**config.mk**
```make
export PLATFORM = sky130hd
export DESIGN_NAME = fetch_cycle_seq
export DESIGN_NICKNAME = d
export VERILOG_FILES = /design/src/rtl/fcs_pkg.sv /design/src/rtl/fcs_state_seq.sv /design/src/rtl/fcs_strobe_gen.sv /design/src/rtl/fcs_refresh_ctr.sv /design/src/rtl/fetch_cycle_seq.sv
export SDC_FILE = /design/constraint.sdc
export NUM_CORES = 1
export LEC_CHECK = 0
export ABC_AREA = 1
export BUFFER_PORTS_ARGS = -buffer_cell sky130_fd_sc_hd__buf_2
export CORE_MARGIN = 4
export CORE_UTILIZATION = 48
export CTS_CLUSTER_DIAMETER = 30
export CTS_CLUSTER_SIZE = 14
export DETAILED_ROUTE_END_ITERATION = 10
export HOLD_SLACK_MARGIN = 0.12
export PLACE_DENSITY = 0.83
export SLEW_MARGIN = 0
export SYNTH_ARGS = -nofsm -noshare
export SYNTH_HDL_FRONTEND = slang
export SYNTH_SLANG_ARGS = --single-unit
```
**constraint.sdc**
```tcl
create_clock -name clk -period 2.35 [get_ports clk]
set_clock_uncertainty 0.05 [all_clocks]
set_input_delay 0.1175 -clock clk [delete_from_list [all_inputs] [get_ports clk]]
set_output_delay 0.1175 -clock clk [all_outputs]
set_load 0.05 [all_outputs]
```
**src/rtl/fcs_pkg.sv**
```systemverilog
package fcs_pkg;
   typedef enum logic [2:0] {
      ST_IDLE = 3'd0,
      ST_T1   = 3'd1,
      ST_T2   = 3'd2,
      ST_TW   = 3'd3,
      ST_T3   = 3'd4,
      ST_T4   = 3'd5
   } fcs_state_e;

   function automatic logic in_read_half(input fcs_state_e s);
      return (s == ST_T1) || (s == ST_T2) || (s == ST_TW);
   endfunction

   function automatic logic in_refresh_half(input fcs_state_e s);
      return (s == ST_T3) || (s == ST_T4);
   endfunction
endpackage

```
**src/rtl/fcs_state_seq.sv**
```systemverilog
module fcs_state_seq
   import fcs_pkg::*;
(
   input  logic       clk,
   input  logic       rst_n,
   input  logic       start,
   input  logic       wait_n,
   output fcs_state_e state,
   output logic       capture,
   output logic       advance
);
   fcs_state_e state_d;
   logic       wait_q;

   // wait line is sampled half a clock into T2 and into each wait state
   always_ff @(negedge clk or negedge rst_n) begin
      if (!rst_n)
         wait_q <= 1'b1;
      else if (state == ST_T2 || state == ST_TW)
         wait_q <= wait_n;
   end

   always_comb begin
      state_d = state;
      case (state)
         ST_IDLE: if (start) state_d = ST_T1;
         ST_T1:   state_d = ST_T2;
         ST_T2,
         ST_TW:   state_d = wait_q ? ST_T3 : ST_TW;
         ST_T3:   state_d = ST_T4;
         ST_T4:   state_d = ST_IDLE;
         default: state_d = ST_IDLE;
      endcase
   end

   always_ff @(posedge clk or negedge rst_n) begin
      if (!rst_n)
         state <= ST_IDLE;
      else
         state <= state_d;
   end

   assign capture = (state == ST_T2 || state == ST_TW) && wait_q;
   assign advance = (state == ST_T4);

   a_r2_start_enters_t1: assert property (@(posedge clk) disable iff (!rst_n)
      (state == ST_IDLE && start) |=> (state == ST_T1));
   a_r4_wait_stretches: assert property (@(posedge clk) disable iff (!rst_n)
      ((state == ST_T2 || state == ST_TW) && !wait_q) |=> (state == ST_TW));
   a_r10_busy_no_restart: assert property (@(posedge clk) disable iff (!rst_n)
      (state != ST_IDLE) |=> (state != ST_T1));
endmodule

```
**src/rtl/fcs_strobe_gen.sv**
```systemverilog
module fcs_strobe_gen
   import fcs_pkg::*;
(
   input  logic       clk,
   input  logic       rst_n,
   input  fcs_state_e state,
   output logic       m1_n,
   output logic       mreq_n,
   output logic       rd_n,
   output logic       rfsh_n
);
   logic rd_arm_q;
   logic rf_arm_q;
   logic rd_act;

   // falling-edge flops give the half-clock offsets of the strobes
   always_ff @(negedge clk or negedge rst_n) begin
      if (!rst_n) begin
         rd_arm_q <= 1'b0;
         rf_arm_q <= 1'b0;
      end else begin
         rd_arm_q <= in_read_half(state);
         rf_arm_q <= (state == ST_T3);
      end
   end

   // read strobes close on the rising edge that leaves the read half
   assign rd_act = rd_arm_q && in_read_half(state);
   assign rd_n   = ~rd_act;
   assign mreq_n = ~(rd_act || rf_arm_q);
   assign m1_n   = ~in_read_half(state);
   assign rfsh_n = ~in_refresh_half(state);

   a_r3_read_within_request: assert property (@(posedge clk) disable iff (!rst_n)
      !rd_n |-> !mreq_n);
   a_r6_no_read_in_refresh: assert property (@(posedge clk) disable iff (!rst_n)
      !rfsh_n |-> rd_n);
   a_r6_m1_excludes_refresh: assert property (@(posedge clk) disable iff (!rst_n)
      !(!m1_n && !rfsh_n));
endmodule

```
**src/rtl/fcs_refresh_ctr.sv**
```systemverilog
module fcs_refresh_ctr #(
   parameter int RFSH_W = 7
) (
   input  logic              clk,
   input  logic              rst_n,
   input  logic              advance,
   output logic [RFSH_W-1:0] count
);
   always_ff @(posedge clk or negedge rst_n) begin
      if (!rst_n)
         count <= '0;
      else if (advance)
         count <= count + 1'b1;
   end

   a_r9_count_step: assert property (@(posedge clk) disable iff (!rst_n)
      advance |=> (count == $past(count) + 1'b1));
   a_r9_count_hold: assert property (@(posedge clk) disable iff (!rst_n)
      !advance |=> $stable(count));
endmodule

```
**src/rtl/fetch_cycle_seq.sv**
```systemverilog
module fetch_cycle_seq
   import fcs_pkg::*;
#(
   parameter int ADDR_W = 16,
   parameter int DATA_W = 8,
   parameter int RFSH_W = 7
) (
   input  logic              clk,
   input  logic              rst_n,
   input  logic              start,
   input  logic [ADDR_W-1:0] pc,
   input  logic [DATA_W-1:0] data_in,
   input  logic              wait_n,
   output logic [ADDR_W-1:0] addr,
   output logic              m1_n,
   output logic              mreq_n,
   output logic              rd_n,
   output logic              rfsh_n,
   output logic              done,
   output logic [DATA_W-1:0] opcode
);
   localparam int HI_W = ADDR_W - RFSH_W;

   if (RFSH_W < 1 || RFSH_W > ADDR_W) begin : g_bad_rfsh
      $error("RFSH_W must lie in 1..ADDR_W");
   end
   if (DATA_W < 1) begin : g_bad_data
      $error("DATA_W must be positive");
   end

   fcs_state_e        state;
   logic              capture;
   logic              advance;
   logic [RFSH_W-1:0] rf_count;
   logic [ADDR_W-1:0] rf_addr;
   logic [ADDR_W-1:0] pc_q;

   fcs_state_seq u_seq (
      .clk     (clk),
      .rst_n   (rst_n),
      .start   (start),
      .wait_n  (wait_n),
      .state   (state),
      .capture (capture),
      .advance (advance)
   );

   fcs_strobe_gen u_strobe (
      .clk    (clk),
      .rst_n  (rst_n),
      .state  (state),
      .m1_n   (m1_n),
      .mreq_n (mreq_n),
      .rd_n   (rd_n),
      .rfsh_n (rfsh_n)
   );

   fcs_refresh_ctr #(.RFSH_W(RFSH_W)) u_rfsh (
      .clk     (clk),
      .rst_n   (rst_n),
      .advance (advance),
      .count   (rf_count)
   );

   if (HI_W > 0) begin : g_pad
      assign rf_addr = {{HI_W{1'b0}}, rf_count};
   end else begin : g_full
      assign rf_addr = rf_count;
   end

   always_ff @(posedge clk or negedge rst_n) begin
      if (!rst_n) begin
         pc_q   <= '0;
         opcode <= '0;
         done   <= 1'b0;
      end else begin
         if (state == ST_IDLE && start)
            pc_q <= pc;
         if (capture)
            opcode <= data_in;
         done <= advance;
      end
   end

   always_comb begin
      if (in_read_half(state))
         addr = pc_q;
      else if (in_refresh_half(state))
         addr = rf_addr;
      else
         addr = '0;
   end

   a_r7_refresh_addr_stable: assert property (@(posedge clk) disable iff (!rst_n)
      (!rfsh_n && $past(!rfsh_n)) |-> $stable(addr));
   a_r8_done_single: assert property (@(posedge clk) disable iff (!rst_n)
      done |=> !done);
   a_r5_opcode_hold: assert property (@(posedge clk) disable iff (!rst_n)
      (m1_n && rfsh_n) |=> $stable(opcode));
endmodule

```
==> impl_metrics.ini, run 1 <==
[status]
status = finished, violations left
violations = negative setup slack

[setup_path]
critical_path_class = flip-flop to output port
critPathCaptureType = output port
rr_worst_depth = 5
cp.required_ns = 2.18
worst-endpoint-arrival_ns = 2.24
cp-start-kind = flip-flop
crit_chain = nand2_2 -> nand2_2 -> inv_2 -> buf_6
worst_path_max_delay_cell = dfrtn_1
critPathBufInv = 2
rr_endpoint = opcode[5]$_DFFE_PN0P_
critPathTopFamily = flip-flops
crit_fanout = 2
slowest_delay_ns = 0.41
r2r_slack_ns = 0.08
r2r-start = u_seq.wait_q$_DFFE_NN1P_
worst_path_most_repeated_cell = nand2_2

[clock_tree]
clk_latency_ns = 0.37
clockBufferDepth = 2
clkTransAtPathRegs_ns = 0.11
cts_tree = yes
numCtsBuffers = 5
cts_sinks = 38
root_buffer = clkbuf_4
postCtsSetupBuffers = 0
cts_htree_levels = 2

[min_path]
hold_path_class = primary input to async pin

[placed_design]
place.gp.congestion = 0.832
dp.cells = 311
io_buffers = 56
place_area_um2 = 2060
dp_hpwl_um = 2750
dp_slack_ns = 0.0726

[synth]
syn_nets = 236
synthCells = 207
ys_types = 23
synth_area_um2 = 1690
ys_ff_latch = 38
avgSynthCellArea_um2 = 8.17
yosys_warnings = 0
synth-seq-area-share_pct = 56.3

[timing]
rsz0062_at_grt = yes
finalWorstSetupSlack_ns = -0.0554
final_hold_viol_count = 0
final-setup-viol-count = 2
slew-limit-headroom_pct = 61.1
drv_slew = 0
tightest_slew_ns = 0.582
fin_hold_ws_ns = 0.140
tns_ns = -0.0761

[floorplanning]
die_y_um = 67.4
die_w_um = 67.4
initial_core_util_pct = 50.3
core_um2 = 3360
die-area_um2 = 4540
io_pins = 57
rows = 21

[detailed_routing]
routed_wl_um = 4350
wl_per_cell_um = 12.6
ant_nets = 0
first_iter_violations = 79
firstDrtPassIters = 5
drt-vias-per-instance = 4.77
via_count = 1646
route.detailed.drc = 0

[global_routing]
antenna_found_initial = 0
grt_max_degree = 33
gr-usage-all-layers_pct = 21.2
grt_pass1_wl_um = 7190
grt_overflow = 0
grt_pass1_vias = 1660

[power]
p_per_area_nw_per_um2 = 1520
peakVddDrop_uv = 1230
power_mw = 3.64
leakagePower_nw = 1.31

[final_layout]
antenna_cells = 0
final_area_um2 = 2390
area_growth_pct = 41.1
stdcell_count = 345
num-fill-cells = 290
final_core_util_pct = 70.9
nets = 327
drive_gt1_share_pct = 28.4

[run]
maxCapViolations = 0
## power by group
part | leakage [nW] | switching [mW] | internal, mW
Sequential | 0.463 | 0.147 | 0.930
Clock | 0.0350 | 0.205 | 0.115
Combinational | 0.812 | 1.69 | 0.554
Total | 1.31 | 2.04 | 1.60
## synth_stat cells
master	number	share of area (%)
clkinv_1	1	0.22
o21ai_1	5	1.5
o21ai_0	12	3.6
a21oi_1	9	2.7
ha_1	1	0.74
buf_4	1	0.44
nand3_2	2	1.2
nand4_1	1	0.37
nor2_1	25	5.5
inv_1	26	5.8
xor2_1	2	1.0
nand2_1	58	13
dfstp_2	1	1.6
mux2_2	1	0.67
nand2_2	1	0.37
buf_2	3	0.89
clkbuf_1	1	0.22
nor3_1	1	0.30
nor2_2	2	0.74
dfrtn_1	2	3.0
nand3_1	12	3.6
dfrtp_1	35	52
inv_2	5	1.1
## cell families (layout without fill, tap and decap cells)
| family | after synthesis | count (layout) | share of synthesized area (%) |
|---|---|---|---|
| compound gates | 26 | 26 | 7.69 |
| buf+inv | 37 | 129 | 8.65 |
| mux | 1 | 1 | 0.666 |
| xor+xnor | 2 | 2 | 1.04 |
| simple gates | 102 | 102 | 24.9 |
| flops | 38 | 38 | 56.3 |
| fa+ha+maj | 1 | 1 | 0.740 |
## per-layer routing
layer	GRT usage (%)	vias up	part of all wire (%)
li1	-	817	-
met1	25.3	765	41
met2	36.7	57	51
met3	5.49	7	6.9
met4	7.59	0	1.3
met5	0	-	0
## cell type report
cell class / count / area (um2) / area share, %
Timing Repair Buffer: 89 / 603 / 25.3
Clock buffer: 6 / 41.3 / 1.73
Clock inverter: 3 / 12.5 / 0.524
Inverter: 31 / 116 / 4.88
Multi-Input combinational cell: 132 / 603 / 25.3
Sequential cell: 38 / 952 / 39.9
Tap cell: 46 / 57.6 / 2.41
## sequential cells by signal, summed over array words and instances (netlist names)
name,count
pc_q,16
u_seq.wait_q,1
opcode,8
u_strobe.rf_arm_q,1
u_rfsh.count,7
u_seq.state,3
u_strobe.rd_arm_q,1
done,1
## layout by cell type, fill, tap and decap left out
cell            n
nand3_1        12
nand2_2         2
ha_1            1
dlygate4sd3_1  26
mux2_2          1
buf_4           6
nor2_1         25
clkinv_2        1
clkinv_1        1
dfrtp_1        35
nor2_2          2
xor2_1          2
dfstp_2         1
clkbuf_4        5
dfrtn_1         2
buf_6           2
nand3_2         2
nand2_4         1
nand2_1        56
inv_1          25
o21ai_1         5
clkbuf_1        1
nor3_1          1
buf_2          55
inv_2           7
nand4_1         1
o21ai_0        12
a21oi_1         9
## how the worst max path moves through the flow
stage	to	startpoint	slack (ns)	cells past startpoint
3_5_place_dp	opcode[7]$_DFFE_PN0P_	u_seq.wait_q$_DFFE_NN1P_	0.07	5
6_report	mreq_n	u_strobe.rd_arm_q$_DFF_NN0_	-0.06	4
3_3_place_gp	opcode[5]$_DFFE_PN0P_	u_seq.wait_q$_DFFE_NN1P_	0.14	5
2_1_floorplan	mreq_n	u_strobe.rd_arm_q$_DFF_NN0_	0.06	3
5_1_grt	mreq_n	u_strobe.rd_arm_q$_DFF_NN0_	-0.11	4
4_1_cts	mreq_n	u_strobe.rd_arm_q$_DFF_NN0_	-0.07	4
## timing repair
action,CTS,global route
hold buffers,26,0
endpoints found under the hold margin,60,0
pin swaps,0,1
setup endpoints to repair,2,11
gates resized for setup,2,5
(Power assumes the default switching activity.)
==> run 2: changes to the inputs <==
--- a/config.mk
+++ b/config.mk
@@ -6,14 +6,14 @@
 export NUM_CORES = 1
 export LEC_CHECK = 0
 export ABC_AREA = 1
-export BUFFER_PORTS_ARGS = -buffer_cell sky130_fd_sc_hd__buf_2
 export CORE_MARGIN = 4
 export CORE_UTILIZATION = 48
 export CTS_CLUSTER_DIAMETER = 30
 export CTS_CLUSTER_SIZE = 14
 export DETAILED_ROUTE_END_ITERATION = 10
+export DONT_BUFFER_PORTS = 1
 export HOLD_SLACK_MARGIN = 0.12
-export PLACE_DENSITY = 0.83
+export PLACE_DENSITY = 0.69
 export SLEW_MARGIN = 0
 export SYNTH_ARGS = -nofsm -noshare
 export SYNTH_HDL_FRONTEND = slang
==> run 2 against run 1 <==
Net effect:
- the run still ends with negative setup slack left
- flip-flop and latch count did not move
- sequential share of layout area increased by 2.2 points
- combinational power down 11%
- register-to-register slack is essentially flat
- non-clock buffer count fell by 39
==> impl_metrics.ini, run 2 (synthesis results as in run 1) <==
[global_routing]
gr-usage-all-layers_pct = 19.2
use_met2_pct = 29.3
antenna_found_initial = 0
grt_overflow = 0
grt_max_degree = 36
use_met1_pct = 24.5
busiest_layer = met2
grt_pass1_vias = 1394
grt_pass1_wl_um = 6320
grtUsageMet3_pct = 7.32

[setup_path]
critPathCaptureType = output port
cp.required_ns = 2.18
critical_path_class = flip-flop to output port
crit_fanout = 2
cp-start-kind = flip-flop
worst-endpoint-arrival_ns = 2.22

[timing]
tns_ns = -0.0387
final_hold_viol_count = 0
drv_slew = 0
rsz0062_at_grt = yes
slew-limit-headroom_pct = 55.1
finalWorstSetupSlack_ns = -0.0387
final-setup-viol-count = 1
tightest_slew_ns = 0.671

[floorplanning]
die_y_um = 67.4
io_pins = 57
die-area_um2 = 4540
die_w_um = 67.4
initial_core_util_pct = 50.3
rows = 21
core_um2 = 3360

[final_layout]
top_regs = pc_q: 16 flops, opcode: 8 flops, u_rfsh.count: 7 flops
area_growth_pct = 33.8
final_cell_mix = 55 x nand2_1, 35 x dfrtp_1, 26 x dlygate4sd3_1
mostFrequentLayoutCell = nand2_1
largest_reg_flops = 16
final_area_um2 = 2260
antenna_cells = 0
stdcell_count = 306
drive_gt1_share_pct = 18.1
regMostFlops = pc_q
nets = 288

[detailed_routing]
drt-vias-per-instance = 4.68
ant_nets = 0
wl_per_cell_um = 12.7
via_count = 1431
routed_wl_um = 3880
route.detailed.drc = 0
first_iter_violations = 97
firstDrtPassIters = 4

[placed_design]
io_buffers = 0
dp.cells = 271
place.gp.congestion = 0.774
place_area_um2 = 1910
dp_hpwl_um = 2480

[power]
peakVddDrop_uv = 937
p_per_area_nw_per_um2 = 1630
leakagePower_nw = 1.17

[clock_tree]
clk_latency_ns = 0.38
numCtsBuffers = 5
clkTransAtPathRegs_ns = 0.10
cts_sinks = 38
cts_htree_levels = 2
root_buffer = clkbuf_4
clockBufferDepth = 2
cts_tree = yes

[status]
violations = negative setup slack
status = finished, violations left

[min_path]
hold_path_class = primary input to async pin

[run]
maxCapViolations = 0
==> run 2: stage by stage <==
step           hold WS (ns)  setup slack (ns)  power (mW)  util [%]
5_1_grt               0.158            -0.102        3.92      67.3
2_1_floorplan        -0.228            0.0632        2.70         -
3_3_place_gp         -0.227             0.118        3.23      56.8
4_1_cts               0.148           -0.0712        3.68      66.9
6_report              0.166           -0.0387        3.68      67.3
3_5_place_dp         -0.227            0.0829        3.26      56.8
==> run 2: layout make-up <==
class / count / area [um2]
clock inverter: 1 / 3.75
tap: 46 / 57.6
clock buffer: 8 / 58.8
inverter: 31 / 116
timing repair buffer: 50 / 469
multi-input combinational: 132 / 606
sequential: 38 / 952
fill: 287 / 1100
==> run 2: final timing paths <==
path | cells past startpoint | end | slack, ns | startpoint
max in group asynchronous | 0 | u_seq.wait_q$_DFFE_NN1P_ | 1.52 | rst_n
hold reg to reg | 2 | pc_q[5]$_DFFE_PN0P_ | 0.45 | pc_q[5]$_DFFE_PN0P_
setup / recovery | 4 | mreq_n | -0.04 | u_strobe.rd_arm_q$_DFF_NN0_
setup reg to reg | 5 | opcode[3]$_DFFE_PN0P_ | 0.08 | u_seq.wait_q$_DFFE_NN1P_
hold / removal | 2 | done$_DFF_PN0_ | 0.17 | rst_n
min in group clk | 2 | pc_q[0]$_DFFE_PN0P_ | 0.24 | start
==> run 2: critical path: stages, from the launching register on <==
cell and delay (ns):
dfrtn_1 0.41, nand2_2 0.07, nand2_2 0.06, inv_2 0.04, buf_12 0.14
==> run 2: metal layers <==
layer	wire, um	vias up	part of all wire, %
li1	-	746	-
met1	1700	635	44
met2	1830	42	47
met3	275	8	7.1
met4	78	0	2.0
met5	0	-	0
==> run 2: repair_timing <==
action                     in CTS  in global routing
pin swaps                       2                  1
setup endpoints to repair       2                  7
resized for setup               1                  5
hold endpoints to repair       60                  0
hold buffers                   27                  0
buffers inserted                0                  0
==> run 2: report_power, final <==
part           total [mW]  internal, mW  switching [mW]  leakage, nW
registers            1.33         0.925           0.408        0.463
logic                1.99         0.601            1.39        0.669
clock network       0.356         0.150           0.206       0.0379
total                3.68          1.68            2.00         1.17
==> run 3: changes to the inputs <==
--- a/config.mk
+++ b/config.mk
@@ -17,4 +17,5 @@
 export SLEW_MARGIN = 0
 export SYNTH_ARGS = -nofsm -noshare
 export SYNTH_HDL_FRONTEND = slang
+export SYNTH_HIERARCHICAL = 1
 export SYNTH_SLANG_ARGS = --single-unit
==> run 3 against run 2 <==
Net effect:
- the run still ends with negative setup slack left
- synthesized cell count increased by 6.3%
- clock power increased by 16%
- cell count increased by 6.9%
- critical path depth increased by 1
- routed wire length increased by 6.1%
- total power increased by 1.8%
- worst setup slack got worse by 0.012 ns
- combinational power decreased by 4%
- critical path type is now flip-flop to flip-flop
- largest power group unchanged
==> impl_metrics.ini, run 3 <==
[final_layout]
drive_gt1_share_pct = 20.1
top_regs = pc_q: 16 flops, opcode: 8 flops, u_rfsh/count: 7 flops
nets = 308
num-fill-cells = 286
stdcell_count = 327
final_cell_mix = 70 x nand2_1, 39 x dlygate4sd3_1, 35 x dfrtp_1
mostFrequentLayoutCell = nand2_1
regMostFlops = pc_q
final_area_um2 = 2530
area_growth_pct = 40.2
largest_reg_flops = 16
antenna_cells = 0

[run]
maxCapViolations = 0

[global_routing]
grt_pass1_wl_um = 6890
gr-usage-all-layers_pct = 18.1
antenna_found_initial = 0
grt_overflow = 0
grt_max_degree = 36
grt_pass1_vias = 1498

[synth]
synthCells = 220
synth-edff-count = 0
yosys_warnings = 6
synth-main-ff-cell = dfrtp_1
synth_async_sr_flop_share_pct = 100
ys_types = 22
syn_nets = 249
ys_ff_latch = 38
synth_area_leader_cell = dfrtp_1
synth_top_area_share_pct = 48.5
synth_common_cells = 77 x nand2_1, 35 x dfrtp_1, 31 x inv_1
synth_area_leaders = dfrtp_1 48%, nand2_1 16%, inv_1 6.4%
avgSynthCellArea_um2 = 8.21
synth-seq-area-share_pct = 52.7
yosysMostFrequentCell = nand2_1
synth_area_um2 = 1810

[detailed_routing]
first_iter_violations = 122
drt-vias-per-instance = 4.73
via_count = 1546
wl_per_cell_um = 12.6
ant_nets = 0
firstDrtPassIters = 5
route.detailed.drc = 0
routed_wl_um = 4120

[setup_path]
crit_fanout = 8
worst-endpoint-arrival_ns = 2.55
crit_chain = inv_4 -> nor2_4 -> clkbuf_16 -> nand2_2 -> o21ai_1
cp.required_ns = 2.50
cp-start-kind = flip-flop
slowest_delay_ns = 0.53
worst_path_max_delay_cell = dfstp_2
critical_path_class = flip-flop to flip-flop
critPathCaptureType = flip-flop

[power]
p_per_area_nw_per_um2 = 1480
leakagePower_nw = 1.29
peakVddDrop_uv = 890

[timing]
slew-limit-headroom_pct = 67.5
finalWorstSetupSlack_ns = -0.0503
tightest_slew_ns = 0.488
rsz0062_at_grt = yes
final_hold_viol_count = 0
drv_slew = 0
tns_ns = -0.138
final-setup-viol-count = 5

[placed_design]
place_area_um2 = 1980
dp.cells = 279
dp_hpwl_um = 2460
io_buffers = 0
place.gp.congestion = 0.776

[floorplanning]
rows = 22
die-area_um2 = 4810
die_w_um = 69.4
initial_core_util_pct = 49.4
die_y_um = 69.4
io_pins = 57
core_um2 = 3660

[clock_tree]
root_buffer = clkbuf_8
postCtsSetupBuffers = 0
clkTransAtPathRegs_ns = 0.07
cts_sinks = 38
cts_tree = yes
numCtsBuffers = 5
cts_htree_levels = 2
clockBufferDepth = 2
clk_latency_ns = 0.34

[status]
status = finished, violations left
violations = negative setup slack

[min_path]
hold_path_class = primary input to flip-flop
## run 3: layout make-up
type	count	area [um2]	area share, %
Clock buffer	7	76.3	3.01
Tap cell	48	60.1	2.37
Sequential cell	38	952	37.6
Timing Repair Buffer	56	573	22.6
Inverter	35	134	5.29
Multi-Input combinational cell	142	733	29.0
Clock inverter	1	3.75	0.148
## run 3: final timing paths
| path | start | to | slack [ns] | cells after the start |
|---|---|---|---|---|
| min in group asynchronous | rst_n | u_seq/state[2]$_DFFE_PN0P_ | 0.23 | 2 |
| hold reg to reg | pc_q[9]$_DFFE_PN0P_ | pc_q[9]$_DFFE_PN0P_ | 0.42 | 2 |
| max in group asynchronous | rst_n | u_seq/wait_q$_DFFE_NN1P_ | 1.48 | 0 |
| setup reg to reg | u_seq/wait_q$_DFFE_NN1P_ | opcode[7]$_DFFE_PN0P_ | -0.05 | 5 |
| setup / recovery | u_seq/wait_q$_DFFE_NN1P_ | opcode[7]$_DFFE_PN0P_ | -0.05 | 5 |
| hold / removal | start | pc_q[13]$_DFFE_PN0P_ | 0.12 | 4 |
## run 3: repair_timing
action                                  CTS  global route
hold buffers                             40             0
endpoints found under the setup margin    2            10
resized for setup                         1            23
endpoints found under the hold margin    60             0
gates cloned                              0             1
pin swaps                                 1             1
## run 3: cell families (layout without fill, tap and decap cells)
group           Yosys count  count (layout)  share of synthesized area [%]
fa+ha+maj                 1               1                          0.692
compound gates           11              11                           3.05
mux                       1               1                          0.623
xor+xnor                  4               4                           1.94
buf+inv                  40              99                           9.21
simple gates            125             125                           31.8
flops                    38              38                           52.7
## run 3: critical path: cells and delay by family, from the launching register on
family / cells / cell delay (ns)
DFF: 1 / 0.53
AOI/OAI and AO/OA: 1 / 0.08
and+or+nand+nor: 2 / 0.20
buffers and inverters: 2 / 0.22
## run 3: layer usage
metal	up-vias	wire [um]	global-route usage, %
met2	50	2160	31.0
met5	-	0	0
li1	777	-	-
met1	710	1640	21.1
met4	0	52	5.21
met3	9	265	6.52
## run 3: through the flow
stage | hold slack (ns) | util (%) | total power [mW] | setup WS, ns
after CTS | 0.121 | 67.3 | 3.66 | -0.0410
after detailed placement | -0.227 | 54.0 | 3.13 | 0.0307
after global routing | 0.144 | 69.2 | 4.00 | -0.116
final | 0.124 | 69.2 | 3.74 | -0.0503
after global placement | -0.227 | 54.0 | 3.09 | 0.0715
after floorplan | -0.228 | - | 2.73 | 0.0189
## run 3: power breakdown
group | internal, mW | total, mW | switching, mW
Sequential | 0.939 | 1.41 | 0.474
Combinational | 0.619 | 1.92 | 1.30
Clock | 0.206 | 0.413 | 0.207
Total | 1.76 | 3.74 | 1.98
